<file path="src/rtl/sdram_amux_pkg.sv">
package sdram_amux_pkg;

    typedef enum logic [2:0] {
        CMD_NOP = 3'd0,
        CMD_ACT = 3'd1,
        CMD_RD  = 3'd2,
        CMD_WR  = 3'd3,
        CMD_REF = 3'd4,
        CMD_PRE = 3'd5
    } sd_cmd_e;

    typedef enum logic [2:0] {
        ST_IDLE = 3'd0,
        ST_ACT  = 3'd1,
        ST_GAP  = 3'd2,
        ST_COL  = 3'd3,
        ST_ONE  = 3'd4
    } seq_state_e;

endpackage

</file>
<file path="src/rtl/sdram_addr_map.sv">
module sdram_addr_map
    import sdram_amux_pkg::*;
#(
    parameter int ADDR_W     = 32,
    parameter int BANK_W     = 2,
    parameter int ROW_W      = 12,
    parameter int COL_W      = 9,
    parameter int LANE_W     = 3,
    parameter int AP_ROW_BIT = 10
) (
    input  logic [2:0]        cmd,
    input  logic [ADDR_W-1:0] sys_addr,
    input  logic              flag,
    output logic [ADDR_W-1:0] dev_addr,
    output logic              pin_a10
);
    // Field positions in the system address (vector indices, LSB = 0)
    localparam int COL_LSB      = LANE_W;
    localparam int ROW_LSB      = COL_LSB + COL_W;
    localparam int BANK_LSB     = ROW_LSB + ROW_W;
    // Field positions on the device address field
    localparam int OUT_ROW_LSB  = LANE_W;
    localparam int OUT_COL_LSB  = LANE_W;
    localparam int OUT_BANK_LSB = OUT_ROW_LSB + ROW_W;
    localparam int OUT_AP_BIT   = OUT_ROW_LSB + AP_ROW_BIT;

    logic [BANK_W-1:0] bank_f;
    logic [ROW_W-1:0]  row_f;
    logic [COL_W-1:0]  col_f;

    always_comb begin
        bank_f   = sys_addr[BANK_LSB +: BANK_W];
        row_f    = sys_addr[ROW_LSB +: ROW_W];
        col_f    = sys_addr[COL_LSB +: COL_W];
        dev_addr = '0;
        pin_a10  = 1'b0;
        case (cmd)
            CMD_ACT: begin
                dev_addr[OUT_BANK_LSB +: BANK_W] = bank_f;
                dev_addr[OUT_ROW_LSB +: ROW_W]   = row_f;
                pin_a10                          = row_f[AP_ROW_BIT];
            end
            CMD_RD, CMD_WR: begin
                dev_addr[OUT_BANK_LSB +: BANK_W] = bank_f;
                dev_addr[OUT_COL_LSB +: COL_W]   = col_f;
                dev_addr[OUT_AP_BIT]             = flag;
                pin_a10                          = flag;
            end
            CMD_PRE: begin
                dev_addr[OUT_BANK_LSB +: BANK_W] = bank_f;
                pin_a10                          = flag;
            end
            CMD_REF: begin
                pin_a10 = flag;
            end
            default: begin
                dev_addr = '0;
                pin_a10  = 1'b0;
            end
        endcase
    end

endmodule

</file>
<file path="src/rtl/sdram_cmd_seq.sv">
module sdram_cmd_seq
    import sdram_amux_pkg::*;
#(
    parameter int ADDR_W = 32,
    parameter int DLY_W  = 3
) (
    input  logic              clk,
    input  logic              rst_n,
    input  logic              req_valid,
    output logic              req_ready,
    input  logic [ADDR_W-1:0] req_addr,
    input  logic [2:0]        req_cmd,
    input  logic              req_ap,
    input  logic [DLY_W-1:0]  gap_cfg,
    output logic [2:0]        cmd_q,
    output logic [ADDR_W-1:0] addr_q,
    output logic              flag_q,
    output logic              done_q
);
    typedef struct packed {
        seq_state_e        st;
        logic [DLY_W-1:0]  cnt;
        logic [DLY_W-1:0]  gap;
        logic [ADDR_W-1:0] addr;
        logic              flag;
        logic [2:0]        col;
        logic [2:0]        cmd;
        logic              rdy;
        logic              done;
    } seq_t;

    localparam logic [DLY_W-1:0] GAP_MIN = DLY_W'(1);

    seq_t r_d, r_q;
    logic take;

    always_comb begin
        r_d      = r_q;
        r_d.cmd  = CMD_NOP;
        r_d.done = 1'b0;
        take     = req_valid && r_q.rdy;
        case (r_q.st)
            ST_IDLE: begin
                if (take) begin
                    case (req_cmd)
                        CMD_RD, CMD_WR: begin
                            r_d.st   = ST_ACT;
                            r_d.cmd  = CMD_ACT;
                            r_d.col  = req_cmd;
                            r_d.addr = req_addr;
                            r_d.flag = req_ap;
                            r_d.gap  = (gap_cfg == '0) ? GAP_MIN : gap_cfg;
                            r_d.rdy  = 1'b0;
                        end
                        CMD_ACT, CMD_REF, CMD_PRE: begin
                            r_d.st   = ST_ONE;
                            r_d.cmd  = req_cmd;
                            r_d.addr = req_addr;
                            r_d.flag = req_ap;
                            r_d.done = 1'b1;
                            r_d.rdy  = 1'b0;
                        end
                        default: r_d.st = ST_IDLE;
                    endcase
                end
            end
            ST_ACT: begin
                r_d.st  = ST_GAP;
                r_d.cnt = r_q.gap;
            end
            ST_GAP: begin
                if (r_q.cnt <= GAP_MIN) begin
                    r_d.st   = ST_COL;
                    r_d.cmd  = r_q.col;
                    r_d.done = 1'b1;
                end else begin
                    r_d.cnt = r_q.cnt - GAP_MIN;
                end
            end
            ST_COL, ST_ONE: begin
                r_d.st  = ST_IDLE;
                r_d.rdy = 1'b1;
            end
            default: begin
                r_d.st  = ST_IDLE;
                r_d.rdy = 1'b1;
            end
        endcase
    end

    always_ff @(posedge clk) begin
        if (!rst_n) begin
            r_q     <= '0;
            r_q.rdy <= 1'b1;
        end else begin
            r_q <= r_d;
        end
    end

    assign req_ready = r_q.rdy;
    assign cmd_q     = r_q.cmd;
    assign addr_q    = r_q.addr;
    assign flag_q    = r_q.flag;
    assign done_q    = r_q.done;

    // an ACTIVATE is always followed by a NOP cycle
    a_r6_act_then_nop: assert property (@(posedge clk) disable iff (!rst_n)
        r_q.cmd == CMD_ACT |=> r_q.cmd == CMD_NOP);

    // done only on a cycle that issues a command, and never two in a row
    a_r7_done_with_cmd: assert property (@(posedge clk) disable iff (!rst_n)
        r_q.done |-> (r_q.cmd != CMD_NOP) && (r_q.cmd != CMD_ACT || r_q.st == ST_ONE));
    a_r7_done_single: assert property (@(posedge clk) disable iff (!rst_n)
        r_q.done |=> !r_q.done);

    // latched request held while busy; ready returns after done
    a_r8_addr_held: assert property (@(posedge clk) disable iff (!rst_n)
        !r_q.rdy && !r_d.rdy |=> $stable(r_q.addr) && $stable(r_q.flag));
    a_r8_ready_after_done: assert property (@(posedge clk) disable iff (!rst_n)
        r_q.done |=> r_q.rdy);

endmodule

</file>
<file path="src/rtl/sdram_amux_top.sv">
module sdram_amux_top
    import sdram_amux_pkg::*;
#(
    parameter int ADDR_W     = 32,
    parameter int BANK_W     = 2,
    parameter int ROW_W      = 12,
    parameter int COL_W      = 9,
    parameter int LANE_W     = 3,
    parameter int AP_ROW_BIT = 10,
    parameter int DLY_W      = 3
) (
    input  logic              clk,
    input  logic              rst_n,
    input  logic              req_valid,
    output logic              req_ready,
    input  logic [ADDR_W-1:0] req_addr,
    input  logic [2:0]        req_cmd,
    input  logic              req_ap,
    input  logic [DLY_W-1:0]  gap_cycles,
    output logic [2:0]        sd_cmd,
    output logic [ADDR_W-1:0] sd_addr,
    output logic              sd_a10,
    output logic              seq_done
);
    localparam int USED_TOP = LANE_W + ROW_W + BANK_W;
    localparam int AP_OUT   = LANE_W + AP_ROW_BIT;

    logic [2:0]        cmd_w;
    logic [ADDR_W-1:0] addr_w;
    logic              flag_w;

    sdram_cmd_seq #(
        .ADDR_W (ADDR_W),
        .DLY_W  (DLY_W)
    ) u_seq (
        .clk       (clk),
        .rst_n     (rst_n),
        .req_valid (req_valid),
        .req_ready (req_ready),
        .req_addr  (req_addr),
        .req_cmd   (req_cmd),
        .req_ap    (req_ap),
        .gap_cfg   (gap_cycles),
        .cmd_q     (cmd_w),
        .addr_q    (addr_w),
        .flag_q    (flag_w),
        .done_q    (seq_done)
    );

    sdram_addr_map #(
        .ADDR_W     (ADDR_W),
        .BANK_W     (BANK_W),
        .ROW_W      (ROW_W),
        .COL_W      (COL_W),
        .LANE_W     (LANE_W),
        .AP_ROW_BIT (AP_ROW_BIT)
    ) u_map (
        .cmd      (cmd_w),
        .sys_addr (addr_w),
        .flag     (flag_w),
        .dev_addr (sd_addr),
        .pin_a10  (sd_a10)
    );

    assign sd_cmd = cmd_w;

    // device bits above the bank slot are never driven
    a_r1_upper_zero: assert property (@(posedge clk) disable iff (!rst_n)
        sd_addr[ADDR_W-1:USED_TOP] == '0);

    // on ACTIVATE the A10 pin mirrors the row bit in the same device slot
    a_r2_a10_row: assert property (@(posedge clk) disable iff (!rst_n)
        sd_cmd == CMD_ACT |-> sd_a10 == sd_addr[AP_OUT]);

    // on a column command the flag slot and the A10 pin agree
    a_r3_ap_agree: assert property (@(posedge clk) disable iff (!rst_n)
        (sd_cmd == CMD_RD || sd_cmd == CMD_WR) |-> sd_a10 == sd_addr[AP_OUT]);

    // refresh drives no address
    a_r5_ref_quiet: assert property (@(posedge clk) disable iff (!rst_n)
        sd_cmd == CMD_REF |-> sd_addr == '0);

    // NOP cycles drive no address and no A10
    a_r10_nop_quiet: assert property (@(posedge clk) disable iff (!rst_n)
        sd_cmd == CMD_NOP |-> sd_addr == '0 && !sd_a10);

endmodule

</file>
<file path="config.mk">
export PLATFORM = sky130hd
export DESIGN_NAME = sdram_amux_top
export DESIGN_NICKNAME = d
export VERILOG_FILES = /design/src/rtl/sdram_amux_pkg.sv /design/src/rtl/sdram_addr_map.sv /design/src/rtl/sdram_cmd_seq.sv /design/src/rtl/sdram_amux_top.sv
export SDC_FILE = /design/constraint.sdc
export NUM_CORES = 1
export LEC_CHECK = 0
export CAP_MARGIN = 20
export CORE_MARGIN = 5
export CORE_UTILIZATION = 44
export CTS_CLUSTER_DIAMETER = 40
export DETAILED_ROUTE_END_ITERATION = 12
export PLACE_DENSITY_LB_ADDON = 0.3
export SLEW_MARGIN = 20
export SYNTH_ARGS = -nofsm -noshare
export SYNTH_HDL_FRONTEND = slang
export SYNTH_SLANG_ARGS = --single-unit
</file>
<file path="constraint.sdc">
create_clock -name clk -period 2.1 [get_ports clk]
set_input_delay 0.42 -clock clk [delete_from_list [all_inputs] [get_ports clk]]
set_output_delay 0.42 -clock clk [all_outputs]
set_load 0.02 [all_outputs]
</file>
# After elaboration in Yosys (flattened, before gate mapping)
# Cells that the tools add are included.
# classes
add_sub_neg	1
n_bitwise	1
eq_ne	16
n_lt_le_gt_ge	1
n_reduce_logical	16
n_mux	21
# ops
cell	count
$pmux W3 S2	3
$pmux W9 S2	1
$eq A3 B2 Y1 const B	5
$mux W3	5
$eq A3 B3 Y1 const B	4
$eq A3 B1 Y1 const B	3
$pmux W3 S3	1
$reduce_and A3 Y1	3
$pmux W1 S2	4
$pmux W4 S2	1
$reduce_or A4 Y1	2
$logic_not A3 Y1	2
$reduce_or A2 Y1	3
$mux W5	1
$reduce_or A5 Y1	1
$mux W1	4
$ne A2 B1 Y1 const B	2
$reduce_and A2 Y1	2
$le A3 B1 Y1 const B	1
$ne A3 B3 Y1 const B	1
$reduce_or A3 Y1	1
$sub A3 B1 Y3 const B	1
$mux W2	1
$ne A2 B2 Y1 const B	1
other kinds (3)	3
# totals
elab_cells	65
out_inout_bits	38
inputBits	42
ff_bits	44

# Longest topological paths before layout
# Gate-level depths: netlist (run 1).
# logic_depth
depth_word	5
ltp_mapped	7
ltp_nobuf	5

# Hierarchy
# A second synthesis (run 1) with hierarchy kept.
# hier_totals
cells_unflattened	274
area_unflattened_um2	2687.6
# modules_own_cells
mod	area_each_um2	cells_each	n_inst	seq_area_each_um2
sdram_cmd_seq	2359.8	231	1	1001.0
sdram_addr_map	327.8	43	1	0.0

# Worst setup path before layout (run 1)
# OpenSTA, ideal clock, no wires.
# synth_path
kind	reg2out
from	register u_seq.r_q, in the netlist u_seq.cmd_q[1]
to	output port sd_a10
n_path_buf	1
path_slack_ps	447
stages_incl_launch_ff	5
arrival_time_ps	1233
required_time_ps	1680
path_cell_list	dfxtp_1 nor3b_1 clkbuf_1 nand2_1 o21ai_0
# synth_via
elab_chain_len	3
elab_cells_between_ends	7
cone_classes	eq/ne: 5; mux: 1; reduce/logical: 1
# synth_rtl
item	line	source
start, declared	sdram_cmd_seq.sv:34	seq_t r_d, r_q;
start signal, assigned	sdram_cmd_seq.sv:96	r_q <= r_d;
$eq A3 B3 Y1 or $eq A3 B2 Y1 (tied branches)	sdram_addr_map.sv:37	case (cmd)
$reduce_or A4 Y1 (no line)	n/a	
$pmux W1 S2 (*)	sdram_addr_map.sv:37	
end, declared	sdram_amux_top.sv:22	output logic sd_a10,
# Every way passes the cells marked *; elsewhere a longest branch is shown, timed or not.

# Worst setup path in the final report (run 1)
# layout_path
from	register u_seq.r_q, in the netlist u_seq.cmd_q[2]
to	output port sd_addr[6]
# layout_via
elab_chain_len	3
elab_cells_between_ends	5
cone_classes	eq/ne: 3; mux: 1; reduce/logical: 1
# layout_rtl
item	line	source
$eq A3 B2 Y1	sdram_addr_map.sv:37	
$reduce_or A2 Y1	n/a	
$pmux W9 S2 (*)	sdram_addr_map.sv:37	
end, declared	sdram_amux_top.sv:21	output logic [ADDR_W-1:0] sd_addr,
# Marked as above.

==> results.txt, run 1 <==
* Max stage delay cell, worst path: sky130_fd_sc_hd__dfxtp_2
- Number of maximum-capacitance constraint violations: 0
* Routed met1 length: 2180 um
- Data arrives at the worst endpoint at ~1.6 ns.
- Fraction of layout instances using a drive strength above 1: 0.0949
- The floorplan step defined a core boundary enclosing 4750 um^2.
- # diodes: 0
- The final layout contains routed wiring with a total length of 4750 um.
- The clock tree synthesis step divided the H-tree into 2 levels.
- The run finished with clean final reports.
- The via count of the first global-routing pass came to about 1600.
- Post-synthesis register bit count: 41
- Hold buffer count at CTS: 0
* Total track usage: 0.149
- Sum of net half-perimeters after detailed placement: around 3300 um
* Placed Area: around 2700 um^2
- Synthesis instantiated between 40 and 50 different standard cells from the library.
* Data required, critical path: 1.68 ns
* Number of pins with negative max-slew slack in the final report: 0
- RSZ-0062 raised after global routing: false
* Number of cell rows: 25
- The setup check on the worst reg-to-reg path leaves a slack of approximately 0.50 ns.
- Mean area per synthesized cell: 8.84 um^2
* Yosys warning total: 0
* Metal3 WL: between 400 and 500 um
- From left edge to right edge, the die measures ~80 um.
* I/O Buffers: between 50 and 60
- Period utilization: 0.963
- The highest layer touched by signal routing is met4.
* Die area: 6420 um^2
* Average wire length per cell after detail routing: 13.1 um
* Vertical die dimension: 80.1 um
- The most critical setup path has its startpoint at u_seq.cmd_q[2]$_SDFF_PN0_.
- CTS Buf Count: 5
- Wire segments on met2 add up to around 2100 um in the final route.
- Cells traversed along the worst timing path: inv_1 > ha_1 > buf_12 > a22o_1 > dlygate4sd2_1
* Class of the worst hold path: reg -> reg
- Reg-to-Reg End: u_seq.r_q[45]$_SDFFE_PN0P_
- DRC errors left: 0
- For this run the aggregate overflow at the end of global routing stands at 0.
- After layout, the worst setup slack is 0.0779 ns.
* Number of enable-type register cells in the synthesized netlist: 0
- Of the post-synthesis cell area, the dominant cell type holds 0.379.
- The clock net in this run drives a total of 41 sinks.
- After synthesis, the cell types taking the most area are sky130_fd_sc_hd__dfxtp_1 38%, sky130_fd_sc_hd__mux2i_1 12%, sky130_fd_sc_hd__nand2_1 9.4%.
* Wire length of the first global-routing pass: between 7000 and 8000 um
- Cell Area, Synth: 2160 um^2
* Total number of vias: between 1500 and 2000
- Launching point of the worst reg2reg path: u_seq.r_q[49]$_SDFFE_PN0P_
- Post-synthesis instance total: 245
* Pre-CTS setup slack: between 0.07 and 0.08 ns
- STA classifies the critical path startpoint as a register.
* Finished layout cell area: ~2700 um^2
* Number of failing setup endpoints in the final timing report: 0
- Top-Level Pins: 80
- Avg Vias per Cell: roughly 4.9
- Total iterations of the first detailed-routing run: 4
* Skew final: a little under 0.005 ns
* Largest net degree at the start of global routing: 52
- Of all flip-flops after synthesis, the portion carrying an async set or reset was 0.
- Worst Setup Path Type: reg -> out
- Worst Reg2Reg Path Length in Cells: 3
* Final hold violations: 0
* Root buf cell: sky130_fd_sc_hd__clkbuf_8
- In the synthesized netlist the dominant register cell turns out to be sky130_fd_sc_hd__dfxtp_1.
- In this run the remaining antenna-violating nets after routing total 0.
- Fmax: 0.495 GHz
- The worst hold path was traced through 2 stages.
- Count of routing violations after the opening detailed-route iteration: slightly above 100
* Final weighted congestion of routability-driven global placement: around 0.80
- Initial standard-cell utilization of the core: 0.455
- Total Negative Setup Slacks: 0 ns
- For this run, the register share of the synthesized area comes to 0.379.
* CP peak stage delay: 0.36 ns
- Clock-pin slew was measured on the worst setup and hold paths at about 0.08 ns.
* Peak supply drop: 294 uV
* Deepest clock path buffer count: 2
- Leakage dissipation: 1.13 nW
* CTS tree: yes
- Antenna violations before repair: 0
- In this run the worst setup path terminates at sd_addr[6].
* Clock latency on the worst-skew pair: just under 0.3 ns
- Number of buffers added for setup after CTS: 0
- The worst setup path is captured at an output pin.
* Worst-path fanout max: 10
- For this run, the post-layout net count is between 300 and 400.
- Area Growth Syn to Fin: 26.8%
- Subtracting the final worst setup slack from the clock period gives about 2 ns.
- For this design the ratio of total power to cell area is between 600 and 700 nW/um^2.
- The largest total area in the synthesized netlist belongs to sky130_fd_sc_hd__dfxtp_1.
-- how the worst min path moves through the flow --
stage | start | to | slack (ns)
2_1_floorplan | u_seq.r_q[6]$_SDFFE_PN0P_ | u_seq.cmd_q[1]$_SDFF_PN0_ | 0.41
3_3_place_gp | u_seq.r_q[7]$_SDFFE_PN0P_ | u_seq.r_q[7]$_SDFFE_PN0P_ | 0.42
3_5_place_dp | u_seq.r_q[7]$_SDFFE_PN0P_ | u_seq.r_q[7]$_SDFFE_PN0P_ | 0.43
4_1_cts | u_seq.r_q[6]$_SDFFE_PN0P_ | u_seq.cmd_q[1]$_SDFF_PN0_ | 0.44
5_1_grt | u_seq.r_q[6]$_SDFFE_PN0P_ | u_seq.cmd_q[1]$_SDFF_PN0_ | 0.46
6_report | u_seq.r_q[6]$_SDFFE_PN0P_ | u_seq.cmd_q[1]$_SDFF_PN0_ | 0.44
-- critical path, delay by kind of cell, from the launching register on --
| family | cells | cell delay [ns] |
|---|---|---|
| AOI/OAI and AO/OA | 1 | 0.23 |
| buffers and inverters | 3 | 0.52 |
| adders and majority gates | 1 | 0.21 |
| DFF | 1 | 0.36 |
-- routing by layer --
| layer | track usage | vias to the layer above |
|---|---|---|
| met5 | 0 | - |
| met4 | 0.0405 | 0 |
| met3 | 0.0572 | 5 |
| met2 | 0.230 | 56 |
| met1 | 0.194 | 803 |
| li1 | - | 910 |
-- cell families after synthesis --
kind of cell / count (synthesis) / synth area share
and+or+nand+nor: 86 / 0.199
AOI/OAI and AO/OA: 42 / 0.140
DFF: 41 / 0.379
other: 1 / 0.00173
muxes: 26 / 0.120
adders and majority gates: 3 / 0.0173
buffers and inverters: 46 / 0.142
-- cells in the final DEF (no fill, tap or decap), drive strengths merged, types with 2 or more instances in the layout --
cell,Yosys,layout
a211oi,2,2
a21oi,10,10
a221oi,2,2
a22o,9,9
a31oi,3,3
and2,4,4
buf,27,10
clkbuf,9,8
clkdlybuf4s50,0,37
clkinv,1,2
conb,1,18
dfxtp,41,41
dlygate4sd2,0,11
ha,3,3
inv,9,9
mux2i,26,26
nand2,54,54
nand3,2,2
nand4,7,7
nor2,6,6
nor3b,3,3
nor4bb,2,2
o21ai,3,3
o21bai,2,2
o31ai,4,4
-- cell type report --
cell class                      instances  area (um^2)
Tap cell                               67         83.8
Timing Repair Buffer                   62          592
Multi-Input combinational cell        175         1100
Clock inverter                          2         35.0
Clock buffer                            5         68.8
Sequential cell                        41          822
Fill cell                             460         2010
Inverter                               10         37.5
-- Yosys cell counts (all sizes together), types with 2 or more instances --
| master | n |
|---|---|
| nand2 | 54 |
| o21ai | 3 |
| a221oi | 2 |
| a211oi | 2 |
| nand4 | 7 |
| nor3b | 3 |
| buf | 27 |
| a22o | 9 |
| o21bai | 2 |
| dfxtp | 41 |
| a31oi | 3 |
| clkbuf | 9 |
| o31ai | 4 |
| a21oi | 10 |
| nor2 | 6 |
| mux2i | 26 |
| nor4bb | 2 |
| ha | 3 |
| and2 | 4 |
| nand3 | 2 |
| inv | 9 |
-- per-stage QoR --
| step | hold slack, ns | util | total power [W] | instances |
|---|---|---|---|---|
| finish | 0.436 | 0.577 | 0.00180 | 362 |
| global route | 0.456 | 0.577 | 0.00189 | 362 |
| CTS | 0.435 | 0.576 | 0.00181 | 361 |
| detailed placement | 0.430 | 0.558 | 0.00122 | 354 |
| global placement | 0.425 | 0.558 | 0.00121 | 354 |
| floorplan | 0.409 | - | 0.00114 | 262 |
-- sequential cells by signal, indices dropped and copies added (netlist names) --
| name | cells |
|---|---|
| u_seq.addr_q | 23 |
| u_seq.r_q | 12 |
| u_seq.cmd_q | 3 |
| u_seq.done_q | 1 |
| u_seq.flag_q | 1 |
| u_seq.req_ready | 1 |
-- repair_timing --
item	in CTS	in global routing
endpoints found under the setup margin	15	13
resized for setup	15	12
gates cloned	0	1
-- report_power, final --
| group | switching, W | leakage, nW | total (W) | internal [W] |
|---|---|---|---|---|
| sequential | 0.0000338 | 0.335 | 0.000863 | 0.000829 |
| combinational | 0.000175 | 0.737 | 0.000338 | 0.000162 |
| clock | 0.000255 | 0.0540 | 0.000601 | 0.000345 |
| total | 0.000465 | 1.13 | 0.00180 | 0.00134 |
Power figures use the tool's default switching activity.
==> inputs of run 2 (changes only) <==
Settings changed: SKIP_CTS_REPAIR_TIMING set to 1.
==> results.txt, run 2 (synthesized netlist as in run 1, its figures left out) <==
- Wire length of the first global-routing pass: 7580 um (unchanged)
- The die area is 6420 um^2 (unchanged).
* CTS tree: yes
- Vertical die dimension: 80.1 um (unchanged)
- Average wire length per cell after detail routing: 13.1 um (+0.17%)
* Hold-critical path depth: 2 (unchanged)
- The detail-routed via count per cell came to 4.88 (-0.34%).
* End point of the worst hold path: u_seq.cmd_q[1]$_SDFF_PN0_
- Fmax: 0.512 GHz (+3.5%)
- The layout cell share with drive strength beyond 1 is 0.0814 (-0.0136).
- Final nets: 340 (unchanged)
- The cell-internal power came to 0.00134 W (+0.13%).
- Setup repair after global routing left no endpoint under its margin.
- The via count of the first global-routing pass was 1648 (unchanged).
* Run status: complete, no violations
* Combinational share of power: 0.188 (about the same)
* Worst Reg2Reg Path Length in Cells: 3 (unchanged)
- The data arrival time of the critical path is 1.53 ns (-0.07 ns).
- Sum of net half-perimeters after detailed placement: 3350 um (unchanged)
- Number of fill cells: 449 (-2.4%)
- Worst setup EP type: output pin
- DRC errors left: 0 (unchanged)
* Reg2Reg Setup Slack: 0.50 ns (about the same)
* Root buf cell: sky130_fd_sc_hd__clkbuf_8
- The final max-slew violation count came to 0 (unchanged).
- The minimum clock period was 1.95 ns (-0.0686 ns).
- The overall routed net length is 4750 um (+0.17%).
- STA classifies the critical path startpoint as a register.
* Switch Pwr: 0.000465 W (+0.14%)
- The total number of H-tree levels was 2 (unchanged).
- The startpoint identified for the worst register-to-register timing path is u_seq.r_q[49]$_SDFFE_PN0P_.
- Clock network fraction of total power: 0.333 (about the same)
- Max reg flops: 23 (unchanged)
- Peak supply drop: 295 uV (+0.17%)
- Sequential fraction of design power: 0.478 (about the same)
- The number of max-cap violations is 0 (unchanged).
- Commonest non-fill, non-tap cell in the layout: sky130_fd_sc_hd__nand2_1
* Data required, critical path: 1.68 ns (about the same)
* Leading cell types in the layout, fill and taps excluded: 54 x sky130_fd_sc_hd__nand2_1, 41 x sky130_fd_sc_hd__dfxtp_1, 37 x sky130_fd_sc_hd__clkdlybuf4s50_1
- Final weighted congestion of routability-driven global placement: 0.797 (unchanged)
- Total iterations of the first detailed-routing run: 4 (unchanged)
* Final hold violations: 0 (unchanged)
- The total congestion overflow after global routing is 0 (unchanged).
* Clock latency on the worst-skew pair: 0.28 ns (about the same)
- Reg-to-Reg End: u_seq.r_q[45]$_SDFFE_PN0P_
- # diodes: 0 (unchanged)
* Class of the worst hold path: reg -> reg
- Worst Setup Path Type: reg -> out
- The final clock period utilization by the worst path is 0.930 (-0.0327).
- Number of cell rows: 25 (unchanged)
* Pwr per Cell Area: 642 nW/um^2 (-2.2%)
- Worst-path fanout max: 10 (unchanged)
* Leakage dissipation: 1.35 nW (+20%)
- Antenna-violating nets left: 0 (unchanged)
- Area of the core: 4750 um^2 (unchanged)
- The switching portion of total power is 0.258 (about the same).
- The number of DRC violations after detailed-routing iteration 0 is 140 (+39%).
* Top-Level Pins: 80 (unchanged)
- Final Non-Filler Cells: 362 (unchanged)
- The total clock buffers created by CTS came to 5 (unchanged).
* Number of instances in the placed design: 354 (unchanged)
* Total Negative Setup Slacks: 0 ns (unchanged)
- From synthesis to final layout, the design area changed by 29.8%.
* Deepest clock path buffer count: 2 (unchanged)
* Initial standard-cell utilization of the core: 0.455 (unchanged)
- The width of the chip is 80.1 um (unchanged).
- Number of sinks on the clock net: 41 (unchanged)
* Antenna violations before repair: 0 (unchanged)
- The startpoint identified for the worst hold timing path is u_seq.r_q[6]$_SDFFE_PN0P_.
* Final core utilization: 0.591 (+0.0137)
* Total number of vias: 1768 (-0.34%)
- The largest net degree at the start of global routing is 52 (unchanged).
- I/O Buffers: 52 (unchanged)
- Clock transition at the registers of the reported paths: 0.08 ns (about the same)
* Total track usage: 0.149 (unchanged)
* Number of failing setup endpoints in the final timing report: 0 (unchanged)
- Skew final: 0.00514 ns (+0.000189 ns)
run 2: cell types whose count changed in the layout (fill, tap and decap cells not counted), sizes merged:
cell	previous run	this run
buf	10	9
clkbuf	8	6
clkdlybuf4s15	1	0
dlygate4sd2	11	0
dlymetal6s2s	0	15
run 2: stage by stage:
| stage | area, um^2 | total power (W) | setup slack [ns] | hold WS [ns] |
|---|---|---|---|---|
| floorplan | 2230 | 0.00114 | 0.447 | 0.409 |
| global placement | 2660 | 0.00121 | 0.0751 | 0.425 |
| detailed placement | 2660 | 0.00122 | 0.0800 | 0.430 |
| CTS | 2760 | 0.00182 | -0.250 | 0.435 |
| global route | 2810 | 0.00190 | 0.0255 | 0.456 |
| finish | 2810 | 0.00180 | 0.147 | 0.435 |
run 2: power groups by stage:
| stage | Sequential [W] | Combinational (W) | Clock [W] |
|---|---|---|---|
| after floorplan | 0.000875 | 0.000262 | 0 |
| after global placement | 0.000879 | 0.000334 | 0 |
| after detailed placement | 0.000880 | 0.000337 | 0 |
| after CTS | 0.000862 | 0.000339 | 0.000616 |
| after global routing | 0.000870 | 0.000371 | 0.000656 |
| final | 0.000863 | 0.000340 | 0.000601 |
run 2: area by class of cell:
class                           instances  area (um^2)  share of cell area
Sequential cell                        41          821               0.292
Clock inverter                          2         35.0              0.0125
Inverter                               10         37.5              0.0134
Timing Repair Buffer                   62          658               0.234
Tap cell                               67         83.8              0.0298
Clock buffer                            5         68.8              0.0245
Multi-Input combinational cell        175         1100               0.393
run 2: layer usage:
metal / up-vias / part of all wire / global-route usage
met1: 801 / 0.45 / 0.194
met2: 53 / 0.46 / 0.230
met3: 4 / 0.085 / 0.0572
met4: 0 / 0.0072 / 0.0405
met5: - / 0 / 0
li1: 910 / - / -
run 2: worst max-delay path, cell delays in order (launching register included):
cell	delay [ns]
sky130_fd_sc_hd__dfxtp_1	0.38
sky130_fd_sc_hd__inv_1	0.06
sky130_fd_sc_hd__ha_1	0.22
sky130_fd_sc_hd__buf_12	0.15
sky130_fd_sc_hd__a22o_1	0.22
sky130_fd_sc_hd__dlymetal6s2s_1	0.21
run 2: how the worst max path moves through the flow:
stage / start / endpoint / slack, ns / cells past startpoint
floorplan: u_seq.cmd_q[1]$_SDFF_PN0_ / sd_a10 / 0.45 / 4
global placement: u_seq.cmd_q[0]$_SDFF_PN0_ / sd_a10 / 0.08 / 5
detailed placement: req_valid / u_seq.addr_q[3]$_SDFFE_PN0P_ / 0.08 / 5
CTS: u_seq.cmd_q[0]$_SDFF_PN0_ / sd_a10 / -0.25 / 5
global route: u_seq.cmd_q[2]$_SDFF_PN0_ / sd_addr[9] / 0.03 / 5
finish: u_seq.cmd_q[2]$_SDFF_PN0_ / sd_addr[9] / 0.15 / 5
